File: config.mk
export PLATFORM = sky130hd
export DESIGN_NAME = retry_sequencer
export DESIGN_NICKNAME = d
export VERILOG_FILES = /design/src/rtl/rseq_pkg.sv /design/src/rtl/rseq_classify.sv /design/src/rtl/rseq_timer.sv /design/src/rtl/retry_sequencer.sv
export SDC_FILE = /design/constraint.sdc
export NUM_CORES = 1
export LEC_CHECK = 0
export BUFFER_PORTS_ARGS = -buffer_cell sky130_fd_sc_hd__buf_2
export CAP_MARGIN = 10
export CORE_UTILIZATION = 46
export CTS_BUF_LIST = sky130_fd_sc_hd__clkbuf_4
export CTS_CLUSTER_SIZE = 25
export DETAILED_ROUTE_END_ITERATION = 8
export PLACE_DENSITY = 0.65
export SETUP_SLACK_MARGIN = 0.5
export SLEW_MARGIN = 40
export SYNTH_ARGS = -nofsm -noshare
export SYNTH_HDL_FRONTEND = slang
export SYNTH_HIERARCHICAL = 1
export SYNTH_SLANG_ARGS = --single-unit
File: constraint.sdc
create_clock -name clk -period 2.2 [get_ports clk]
set_input_delay 0.11 -clock clk [delete_from_list [all_inputs] [get_ports clk]]
set_output_delay 0.11 -clock clk [all_outputs]
set_load 0.02 [all_outputs]
File: src/rtl/rseq_pkg.sv
package rseq_pkg;
  typedef enum logic [2:0] {
    ACT_PASS,
    ACT_REJECT,
    ACT_REISSUE,
    ACT_RESET,
    ACT_FATAL
  } act_e;

  typedef enum logic [1:0] {
    ST_IDLE,
    ST_WAIT,
    ST_RST
  } st_e;
endpackage

File: src/rtl/rseq_classify.sv
module rseq_classify
  import rseq_pkg::*;
(
  input  logic [7:0] code,
  output act_e       act
);
  always_comb begin
    if (code[7:5] == 3'b111) begin
      act = ACT_FATAL;
    end else begin
      case (code[7:4])
        4'h0, 4'h3: act = ACT_PASS;
        4'h4:       act = ACT_REISSUE;
        4'h6:       act = ACT_RESET;
        default:    act = ACT_REJECT;
      endcase
    end
  end
endmodule

File: src/rtl/rseq_timer.sv
module rseq_timer #(
  parameter int LIMIT = 16
) (
  input  logic clk,
  input  logic rst,
  input  logic clr,
  input  logic run,
  output logic expired
);
  localparam int W = $clog2(LIMIT + 1);
  localparam logic [W-1:0] LAST = W'(LIMIT - 1);

  logic [W-1:0] cnt;

  assign expired = run && (cnt == LAST);

  always_ff @(posedge clk) begin
    if (rst || clr) begin
      cnt <= '0;
    end else if (run && !expired) begin
      cnt <= cnt + W'(1);
    end
  end

  no_overrun_chk: assert property (@(posedge clk) disable iff (rst)
    cnt <= LAST);
endmodule

File: src/rtl/retry_sequencer.sv
module retry_sequencer
  import rseq_pkg::*;
#(
  parameter int         MAX_ATTEMPTS   = 4,
  parameter int         TIMEOUT_CYC    = 800000000,
  parameter int         RESET_WAIT_CYC = 200000000,
  parameter logic [7:0] TMO_CODE       = 8'h6F
) (
  input  logic       clk,
  input  logic       rst,
  input  logic       cmd_start,
  input  logic       cmpl_valid,
  input  logic [7:0] cmpl_code,
  input  logic       ctl_reset_done,
  output logic       reissue,
  output logic       ctl_reset_req,
  output logic       done,
  output logic       done_ok,
  output logic [7:0] done_code,
  output logic       fatal
);
  localparam int AW = $clog2(MAX_ATTEMPTS + 1);
  localparam logic [AW-1:0] MAX_A = AW'(MAX_ATTEMPTS);

  st_e           st;
  act_e          act;
  logic [AW-1:0] attempts;
  logic [7:0]    last_code;
  logic          budget_left;
  logic          tmo_exp;
  logic          rw_exp;

  assign budget_left = attempts < MAX_A;

  rseq_classify u_cls (
    .code (cmpl_code),
    .act  (act)
  );

  rseq_timer #(.LIMIT(TIMEOUT_CYC)) u_tmo (
    .clk     (clk),
    .rst     (rst),
    .clr     ((st != ST_WAIT) || cmpl_valid),
    .run     ((st == ST_WAIT) && !cmpl_valid),
    .expired (tmo_exp)
  );

  rseq_timer #(.LIMIT(RESET_WAIT_CYC)) u_rw (
    .clk     (clk),
    .rst     (rst),
    .clr     (st != ST_RST),
    .run     ((st == ST_RST) && !ctl_reset_done),
    .expired (rw_exp)
  );

  always_ff @(posedge clk) begin
    if (rst) begin
      st            <= ST_IDLE;
      attempts      <= '0;
      last_code     <= '0;
      reissue       <= 1'b0;
      ctl_reset_req <= 1'b0;
      done          <= 1'b0;
      done_ok       <= 1'b0;
      done_code     <= '0;
      fatal         <= 1'b0;
    end else begin
      reissue <= 1'b0;
      done    <= 1'b0;
      done_ok <= 1'b0;
      case (st)
        ST_IDLE: begin
          if (cmd_start) begin
            st       <= ST_WAIT;
            attempts <= AW'(1);
          end
        end
        ST_WAIT: begin
          if (cmpl_valid) begin
            last_code <= cmpl_code;
            case (act)
              ACT_PASS: begin
                done      <= 1'b1;
                done_ok   <= 1'b1;
                done_code <= cmpl_code;
                st        <= ST_IDLE;
              end
              ACT_REISSUE: begin
                if (budget_left) begin
                  reissue  <= 1'b1;
                  attempts <= attempts + AW'(1);
                end else begin
                  done      <= 1'b1;
                  done_code <= cmpl_code;
                  st        <= ST_IDLE;
                end
              end
              ACT_RESET: begin
                if (budget_left) begin
                  ctl_reset_req <= 1'b1;
                  st            <= ST_RST;
                end else begin
                  done      <= 1'b1;
                  done_code <= cmpl_code;
                  st        <= ST_IDLE;
                end
              end
              ACT_FATAL: begin
                fatal     <= 1'b1;
                done      <= 1'b1;
                done_code <= cmpl_code;
                st        <= ST_IDLE;
              end
              default: begin
                done      <= 1'b1;
                done_code <= cmpl_code;
                st        <= ST_IDLE;
              end
            endcase
          end else if (tmo_exp) begin
            last_code <= TMO_CODE;
            if (budget_left) begin
              ctl_reset_req <= 1'b1;
              st            <= ST_RST;
            end else begin
              done      <= 1'b1;
              done_code <= TMO_CODE;
              st        <= ST_IDLE;
            end
          end
        end
        ST_RST: begin
          if (ctl_reset_done) begin
            ctl_reset_req <= 1'b0;
            reissue       <= 1'b1;
            attempts      <= attempts + AW'(1);
            st            <= ST_WAIT;
          end else if (rw_exp) begin
            ctl_reset_req <= 1'b0;
            done          <= 1'b1;
            done_code     <= last_code;
            st            <= ST_IDLE;
          end
        end
        default: st <= ST_IDLE;
      endcase
    end
  end


  done_excl_chk: assert property (@(posedge clk) disable iff (rst)
    done |-> (!reissue && !ctl_reset_req));


  attempt_bound_chk: assert property (@(posedge clk) disable iff (rst)
    attempts <= MAX_A);


  fatal_sticky_chk: assert property (@(posedge clk) disable iff (rst)
    ($past(fatal) && !$past(rst)) |-> fatal);


  rst_exit_chk: assert property (@(posedge clk) disable iff (rst)
    $fell(ctl_reset_req) |-> (reissue || (done && !done_ok)));


  ok_class_chk: assert property (@(posedge clk) disable iff (rst)
    (done && done_ok) |-> (done_code[7:4] == 4'h0 || done_code[7:4] == 4'h3));


  idle_quiet_chk: assert property (@(posedge clk) disable iff (rst)
    (st == ST_IDLE) |-> (!reissue && !ctl_reset_req));
endmodule

Yosys cells after proc, flatten, opt, wreduce, memory -nomap -nowiden
Cells that the tools add are included.
W data, S select, Z words.
{"block": "totals", "register_bits": 84, "elab_cells": 118, "input_bits": 13}
{"block": "classes", "n_mux": 47, "n_lt_le_gt_ge": 1, "n_eq_ne": 26, "addsub": 3, "bitwise": 2, "reduce_logical": 28}
{"op": "$mux W8", "n": 9}
{"op": "$add A30 B1 Y30 const B", "n": 1}
{"op": "$eq A30 B30 Y1 const B", "n": 1}
{"op": "$add A28 B1 Y28 const B", "n": 1}
{"op": "$eq A28 B28 Y1 const B", "n": 1}
{"op": "$mux W3", "n": 6}
{"op": "$mux W1", "n": 17}
{"op": "$pmux W8 S2", "n": 1}
{"op": "$mux W2", "n": 7}
{"op": "$ne A2 B2 Y1 const B", "n": 6}
{"op": "$pmux W2 S3", "n": 2}
{"op": "$reduce_and A6 Y1", "n": 2}
{"op": "$ne A3 B2 Y1 const B", "n": 3}
{"op": "$pmux W3 S3", "n": 1}
{"op": "$eq A4 B3 Y1 const B", "n": 2}
{"op": "$reduce_and A4 Y1", "n": 2}
{"op": "$eq A3 B2 Y1 const B", "n": 2}
{"op": "$eq A3 B3 Y1 const B", "n": 2}
{"op": "$logic_and A1 B1 Y1", "n": 6}
{"op": "$ne A2 B1 Y1 const B", "n": 3}
{"op": "$ne A3 B3 Y1 const B", "n": 2}
{"op": "$pmux W1 S2", "n": 3}
{"op": "$eq A4 B2 Y1 const B", "n": 1}
{"op": "$logic_not A1 Y1", "n": 4}
{"op": "17 further kinds", "n": 22}

Logic depth before layout (Yosys ltp)
Gate-level depths: netlist of the first run.
{"block": "depth", "ltp_word": 9, "depth_mapped": 11, "depth_no_buf": 10}

Modules after synthesis
The synthesis of the first run kept the hierarchy.
{"mod": "rseq_timer (u_rw)", "area_each_um2": 1527.7, "instances": 1, "cells_per_inst": 173, "seq_area_each_um2": 560.5}
{"mod": "rseq_timer (u_tmo)", "area_each_um2": 1488.9, "instances": 1, "cells_per_inst": 178, "seq_area_each_um2": 600.6}
{"mod": "retry_sequencer", "area_each_um2": 1392.6, "instances": 1, "cells_per_inst": 150, "seq_area_each_um2": 520.5}
{"mod": "rseq_classify", "area_each_um2": 46.3, "instances": 1, "cells_per_inst": 5, "seq_area_each_um2": 0.0}

Worst setup path before layout of the first run
Ideal clock, no wire load.
{"block": "synth_timing", "path_kind": "flip-flop to flip-flop", "startpoint": "register st[1]", "endpoint": "register ctl_reset_req", "setup_slack_ps": -254, "t_required_ps": 2083, "n_path_buf": 1, "stages_incl_launch_ff": 12, "setup_ps": 117, "arrival_time_ps": 2337, "cell_sequence": "dfxtp_1 > inv_1 > ha_1 > buf_6 > nor2b_4 > inv_1 > nor3_1 > and3_1 > or3b_4 > nand2_2 > a2111o_1 > a32o_1"}
{"block": "synth_between", "elab_chain_cells": 5, "elab_cells_between_ends": 12}
{"item": "from (decl)", "line": "retry_sequencer.sv:25", "text": "st_e st;"}
{"item": "from (signal assigned)", "line": "retry_sequencer.sv:58", "text": "st <= ST_IDLE;"}
{"item": "from (signal assigned)", "line": "retry_sequencer.sv:74", "text": "st <= ST_WAIT;"}
{"item": "from (signal assigned)", "line": "retry_sequencer.sv:86", "text": "st <= ST_IDLE;"}
{"item": "$eq A2 B1 Y1", "line": "retry_sequencer.sv:44", "text": ".run ((st == ST_WAIT) && !cmpl_valid),"}
{"item": "$logic_and A1 B1 Y1", "line": "retry_sequencer.sv:44"}
{"item": "$logic_and A1 B1 Y1", "line": "rseq_timer.sv:15", "text": "assign expired = run && (cnt == LAST);"}
{"item": "via tmo_exp", "line": "retry_sequencer.sv:30", "text": "logic tmo_exp;"}
{"item": "$ne A3 B2 Y1 (no source line)"}
{"item": "$reduce_and A4 Y1 (no source line)"}
{"item": "to (signal assigned)", "line": "retry_sequencer.sv:62", "text": "ctl_reset_req <= 1'b0;"}
{"item": "to (signal assigned)", "line": "retry_sequencer.sv:100", "text": "ctl_reset_req <= 1'b1;"}
{"item": "to (signal assigned)", "line": "retry_sequencer.sv:123", "text": "ctl_reset_req <= 1'b1;"}
{"item": "to (decl)", "line": "retry_sequencer.sv:16", "text": "output logic ctl_reset_req,"}
The timed path passes the listed nets, and every way through them passes these cells.
A chain may end at the register's enable or synchronous reset.

Worst setup path in the final report of the first run
{"block": "layout_timing", "startpoint": "register st[1]", "endpoint": "register done_code[3]"}
{"block": "layout_between", "elab_chain_cells": 5, "elab_cells_between_ends": 14}
{"item": "$eq A2 B1 Y1", "line": "retry_sequencer.sv:44"}
{"item": "$logic_and A1 B1 Y1", "line": "retry_sequencer.sv:44"}
{"item": "$logic_and A1 B1 Y1", "line": "rseq_timer.sv:15"}
{"item": "via tmo_exp", "line": "retry_sequencer.sv:30"}
{"item": "$ne A3 B2 Y1 (no source line)"}
{"item": "$reduce_and A6 Y1 (no source line)"}
{"item": "to (signal assigned)", "line": "retry_sequencer.sv:85", "text": "done_code <= cmpl_code;"}
{"item": "to (signal assigned)", "line": "retry_sequencer.sv:94", "text": "done_code <= cmpl_code;"}
{"item": "to (signal assigned)", "line": "retry_sequencer.sv:104", "text": "done_code <= cmpl_code;"}
{"item": "to (decl)", "line": "retry_sequencer.sv:19", "text": "output logic [7:0] done_code,"}
The timed path passes the listed nets, and every way through them passes these cells.

==> results of run 1 <==
-- timing repair --
item | 4_1_cts | 5_1_grt
hold endpoints to repair | 8 | 2
hold buffers | 7 | 2
cloned | 0 | 1
resized for setup | 69 | 102
setup buffers | 25 | 26
pin swaps | 24 | 71
endpoints found under the setup margin | 66 | 78
-- state kept, by name, indices dropped and copies added, names as in the netlist, 2 cells and up --
signal / count
done_code: 8
u_rw/cnt: 28
st: 2
last_code: 8
u_tmo/cnt: 30
attempts: 3
-- synth_stat cells (all sizes together), types with 3 or more instances --
master / n / share of area, %
a211oi: 4 / 0.79
a21o: 5 / 0.84
a21oi: 25 / 3.0
a31oi: 4 / 0.56
a32oi: 3 / 0.59
and2: 6 / 0.84
and3: 9 / 1.7
and4: 14 / 2.9
buf: 7 / 1.5
clkbuf: 13 / 1.1
dfxtp: 84 / 38
ha: 7 / 2.0
inv: 17 / 1.4
nand2: 33 / 2.9
nand3: 32 / 4.0
nand4: 22 / 3.9
nor2: 66 / 5.6
nor2b: 3 / 0.59
nor3: 14 / 1.8
nor3b: 10 / 1.7
nor4: 8 / 1.4
o21a: 3 / 0.51
o21ai: 12 / 1.3
o221a: 6 / 1.5
o311ai: 9 / 2.2
o41ai: 8 / 1.6
or2: 5 / 0.70
or3: 6 / 0.84
or3b: 3 / 0.65
xnor2: 22 / 4.3
xor2: 17 / 3.3
-- path summary, 6_finish.rpt --
| kind | from | to | slack [ns] | cells after the start |
|---|---|---|---|---|
| worst max-delay path | st[1] | done_code[3] | -0.02 | 11 |
| worst min register to register | last_code[7] | done_code[7] | 0.49 | 2 |
| worst max register to register | st[1] | done_code[3] | -0.02 | 11 |
| worst min-delay path | rst | attempts[1] | 0.04 | 2 |
-- power breakdown --
group          internal [mW]  total [mW]  switching (mW)  leakage [nW]
clock                  0.342       0.927           0.585        0.0690
combinational          0.386       0.891           0.505          1.56
sequential              1.59        1.66          0.0677         0.687
total                   2.32        3.48            1.16          2.32
-- worst max-delay path, cell delays in order (launching register included) --
cell	delay (ns)
dfxtp_2	0.36
inv_2	0.07
ha_4	0.13
nor2b_4	0.16
buf_6	0.12
inv_4	0.04
nor3_4	0.13
and3_4	0.22
or3b_4	0.18
and2_4	0.20
nand3_4	0.16
o41ai_2	0.34
-- layout make-up --
type	instances	area share, %
flip-flops and latches	84	26.90
inverters	18	1.142
well taps	129	2.540
clock buffers	9	1.063
repair buffers	118	14.75
clock inverters	7	1.044
multi-input cells	385	52.56
-- stage by stage --
step / std cells / utilization, % / total power [mW] / cell area, um^2
3_5_place_dp: 673 / 53.16 / 2.236 / 4959
5_1_grt: 750 / 68.12 / 3.595 / 6354
3_3_place_gp: 673 / 53.16 / 2.227 / 4959
4_1_cts: 721 / 60.50 / 3.261 / 5643
2_1_floorplan: 506 / - / 2.076 / 4554
6_report: 750 / 68.12 / 3.475 / 6354
-- cells by family (layout without fill, tap and decap cells) --
kind of cell,Yosys count,after routing,share of synthesized area (%)
flip-flops,84,84,37.74
AO/OA/AOI/OAI,94,94,16.15
adder cells (fa/ha/maj),7,7,1.966
AND/OR/NAND/NOR,242,243,31.90
multiplexers,2,2,0.4493
XOR/XNOR,39,39,7.666
buffers and inverters,38,152,4.128
-- metal layers --
metal,part of all wire [%],vias up,GRT usage [%]
li1,-,2091,-
met1,44,2183,30.39
met2,49,143,41.46
met3,4.6,27,5.223
met4,2.1,0,6.355
met5,0,-,0
-- cells in the final DEF (no fill, tap or decap), types with 7 or more instances in the layout --
cell,n
a21oi_1,12
a21oi_2,8
and4_4,7
buf_2,25
buf_4,62
buf_6,21
clkbuf_4,9
dfxtp_1,72
dfxtp_2,7
dlygate4sd3_1,9
inv_1,13
nand2_1,23
nand2_2,8
nand3_1,20
nand3_2,9
nand4_1,19
nor2_1,64
nor3b_1,9
xnor2_1,21
xor2_1,17
==> flow_metrics.py, run 1 <==
metrics = {
    "global_routing": {
        "grt_pass1_vias": 4057,
        "grt_usage_pct": 24.07,
        "grt_pass1_wl_mm": 19.23,
        "grt_overflow": 0,
        "antenna_found_initial": 0,
        "grt_max_degree": 21,
    },
    "drt": {
        "vias": 4444,
        "viasPerCell": 5.925,
        "firstDrtPassIters": 5,
        "postRouteAntennaNets": 0,
        "drtIter0Drc": 234,
        "drt_drc_violations_left": 0,
        "post_drt_wl_per_cell_um": 17.83,
        "routed_wl_mm": 13.37,
    },
    "final_layout": {
        "regArea_um2": 1709,
        "nFillCells": 675,
        "nets": 636,
        "drive_above_1_share_pct": 44.44,
        "area_growth_pct": 42.60,
        "multi_input_area_um2": 3339,
        "diodes": 0,
    },
    "sta": {
        "fin_ws_ns": -0.02057,
        "setup_violations": 1,
        "max_freq_mhz": 450.3,
        "worst_slew_pin_slew_ns": 0.8321,
        "rsz0062_at_grt": "yes",
        "tns_ns": -0.02057,
        "period_share_pct": 100.9,
        "period_needed_ns": 2.221,
        "slew_headroom_pct": 44.46,
        "timing_hold_violations_final": 0,
        "report.final.slew_viol_count": 0,
        "holdWs_ns": 0.03937,
        "fin_skew_ns": 0.02778,
    },
    "floorplanning": {
        "start_util_pct": 47.77,
        "die_w_um": 100.4,
        "die-height_um": 100.4,
        "io_pins": 26,
        "dieArea_um2": 10080,
        "num_rows": 35,
        "core_um2": 9328,
    },
    "clock_network": {
        "cts_tree": "yes",
        "numCtsBuffers": 9,
        "clk_pin_slew_ns": 0.15,
        "clkLatencyLatePin_ns": 0.46,
        "cts_root_buffer": "clkbuf_4",
        "h-tree-depth": 3,
        "cts_sinks": 84,
        "clockBufferDepth": 2,
    },
    "setup_path": {
        "worstSetupPathType": "flip-flop to flip-flop",
        "critical_path_arrival_ns": 2.58,
        "required_ns": 2.56,
        "start_kind": "flip-flop",
        "worstPathMaxFanout": 6,
        "end_kind": "flip-flop",
    },
    "logic_synthesis": {
        "ys_ff_latch": 84,
        "ys_warn_count": 6,
        "ys.flop_type": "dfxtp_1",
        "yosysSeqAreaShare_pct": 37.74,
        "synth_area_um2": 4456,
        "synth_nets": 526,
        "async_flop_share_pct": 0,
        "synth_edf_count": 0,
        "avgSynthCellArea_um2": 8.805,
        "synth_cells": 506,
        "post_synth_num_cell_types": 74,
    },
    "placement": {
        "io_buffers": 25,
        "finalWeightedCongestion": 0.8100,
        "dp_hpwl_mm": 7.554,
        "dp_worst_setup_slack_ns": 0.01566,
    },
    "outcome": {
        "status": "complete, but fails checks",
        "violations": "setup timing",
    },
    "power_and_ir_drop": {
        "peakVddDrop_mv": 0.4233,
        "leakage_nw": 2.317,
        "power_density_nw_per_um2": 547.0,
    },
    "flow_run": {
        "maxCapViolCount": 0,
    },
    "worst_hold_path": {
        "hold_path_class": "primary input to flip-flop",
    },
}
Note: power is estimated with default switching activity, not from simulation.
==> run 2: changes to the inputs <==
--- a/config.mk
+++ b/config.mk
@@ -7,11 +7,11 @@
 export LEC_CHECK = 0
 export BUFFER_PORTS_ARGS = -buffer_cell sky130_fd_sc_hd__buf_2
 export CAP_MARGIN = 10
-export CORE_UTILIZATION = 46
+export CORE_UTILIZATION = 52
 export CTS_BUF_LIST = sky130_fd_sc_hd__clkbuf_4
 export CTS_CLUSTER_SIZE = 25
 export DETAILED_ROUTE_END_ITERATION = 8
-export PLACE_DENSITY = 0.65
+export PLACE_DENSITY = 0.72
 export SETUP_SLACK_MARGIN = 0.5
 export SLEW_MARGIN = 40
 export SYNTH_ARGS = -nofsm -noshare
==> run 2 against run 1 <==
The run now ends clean. Clock power about the same. Fmax increased by 1.8%. Non-clock buffer count increased by 1. Setup slack improved by 0.038 ns. Core utilization increased by 5.4 points. Critical path depth decreased by 3. Hold slack improved by 0.029 ns. Highest routed layer unchanged. Clock-buffer cell count increased by 1. Critical endpoint is now done_code[2]. Combinational power increased by 2%. Sequential cell count unchanged. Register-to-register slack improved by 0.04 ns. Power increased by 0.28%.
==> flow_metrics.py, run 2 (same netlist as run 1, synthesis figures left out) <==
metrics = {
    "final_layout": {
        "final_cell_mix": "71 x dfxtp_1, 63 x buf_4, 62 x nor2_1",
        "reg_top3": "u_tmo/cnt: 30 flops, u_rw/cnt: 28 flops",
        "largest_reg_flops": 30,
        "fin_cells": 727,
        "nets": 637,
        "finalInstanceArea_um2": 6072,
        "top_register": "u_tmo/cnt",
        "area_growth_pct": 36.28,
        "drive_above_1_share_pct": 40.84,
        "post-route-util_pct": 73.53,
        "diodes": 0,
        "layout_commonest_cell": "dfxtp_1",
        "nFillCells": 532,
    },
    "placement": {
        "dp_worst_setup_slack_ns": 0.07489,
        "dp.cells": 645,
        "place_area_um2": 4898,
        "io_buffers": 25,
        "dp_hpwl_mm": 7.405,
        "finalWeightedCongestion": 0.8499,
    },
    "sta": {
        "fin_ws_ns": 0.01773,
        "tns_ns": 0,
        "max_freq_mhz": 458.2,
        "fin_skew_ns": 0.01880,
        "timing_hold_violations_final": 0,
        "setup_violations": 0,
        "worst_slew_pin_slew_ns": 0.7802,
        "report.final.slew_viol_count": 0,
        "period_share_pct": 99.19,
        "rsz0062_at_grt": "yes",
        "period_needed_ns": 2.182,
        "holdWs_ns": 0.06872,
        "slew_headroom_pct": 47.93,
    },
    "clock_network": {
        "clk_pin_slew_ns": 0.15,
        "cts_sinks": 84,
        "h-tree-depth": 3,
        "cts_tree": "yes",
        "numCtsBuffers": 9,
        "clkLatencyLatePin_ns": 0.45,
        "cts_root_buffer": "clkbuf_4",
        "clockBufferDepth": 2,
    },
    "global_routing": {
        "met2_usage_pct": 44.20,
        "grt_util_met3_pct": 5.395,
        "grtUsageMet1_pct": 33.84,
        "grt_overflow": 0,
        "grt_usage_pct": 26.23,
        "grt_max_degree": 25,
        "grt_pass1_vias": 4000,
        "grt_pass1_wl_mm": 18.73,
        "antenna_found_initial": 0,
        "grt.busiest_layer": "met2",
    },
    "drt": {
        "postRouteAntennaNets": 0,
        "routed_wl_mm": 13.47,
        "vias": 4549,
        "firstDrtPassIters": 5,
        "drt_drc_violations_left": 0,
        "post_drt_wl_per_cell_um": 18.53,
        "viasPerCell": 6.257,
        "drtIter0Drc": 356,
    },
    "power_and_ir_drop": {
        "peakVddDrop_mv": 0.4659,
        "power_density_nw_per_um2": 574.0,
        "total_power_mw": 3.485,
        "leakage_nw": 2.174,
    },
    "setup_path": {
        "worstSetupPathType": "flip-flop to flip-flop",
        "critical_path_arrival_ns": 2.54,
        "required_ns": 2.56,
        "start_kind": "flip-flop",
        "slowest_stage": "dfxtp_1",
        "reg2reg_from": "u_tmo/cnt[18]",
        "crit_buf_inv": 1,
        "cp_top_family": "simple AND/OR/NAND/NOR gates",
        "worstPathMaxFanout": 6,
        "slowest_delay_ns": 0.42,
        "crit_start": "u_tmo/cnt[18]",
        "worstPathCellList": "nand4_1, nor2_1, and3_4, or3b_4, buf_4, and2_4, nand3_4, o41ai_1",
        "end_kind": "flip-flop",
    },
    "floorplanning": {
        "io_pins": 26,
        "core_um2": 8258,
        "start_util_pct": 53.95,
        "dieArea_um2": 8943,
        "num_rows": 33,
        "die-height_um": 94.57,
        "die_w_um": 94.57,
    },
    "outcome": {
        "status": "finished clean",
    },
    "flow_run": {
        "maxCapViolCount": 0,
    },
    "worst_hold_path": {
        "worstHoldStart": "ctl_reset_done",
        "hold_path_class": "primary input to flip-flop",
    },
}
-- run 2: changes by cell type in the layout (fill, tap and decap cells not counted), moves of 4 or more --
cell / change
nand2_2: -5
nand2_1: +6
a21oi_1: +4
buf_6: -4
o21ai_1: -5
nand3_1: +7
nand3_2: -7
o21ai_0: +6
nor4_4: -5
-- run 2: timing repair --
action	CTS	global route
pin swaps	19	29
buffers inserted	31	25
cloned	0	2
setup endpoints to repair	71	81
endpoints found under the hold margin	10	0
hold buffers	8	0
gates resized for setup	55	73
-- run 2: final timing paths --
path                  end  slack [ns]  cells after the start
min reg2reg   attempts[1]        0.48                      2
min               reissue        0.07                      3
max reg2reg  done_code[2]        0.02                      8
max          done_code[2]        0.02                      8
-- run 2: worst min-delay path, stage by stage --
cell and delay (ns):
buf_2 0.17, a21oi_1 0.16, nor2_1 0.05
-- run 2: cell type report --
cell class	count	area, um^2	share of cell area, %
sequential	84	1705	28.09
multi-input combinational	385	3070	50.57
clock buffer	10	75.07	1.236
clock inverter	6	63.81	1.051
timing repair buffer	119	949.7	15.64
tap	105	131.4	2.164
inverter	18	76.32	1.257
-- run 2: power by group --
part           total, mW  switching, mW  internal (mW)
clock network      0.924          0.564          0.360
logic              0.907          0.504          0.403
registers           1.65         0.0619           1.59
-- run 2: metal layers --
metal  vias to the layer above  share of wire (%)
met4                         0                3.1
met1                      2141                 40
met3                        56                8.3
met2                       266                 48
met5                         -                  0
li1                       2086                  -
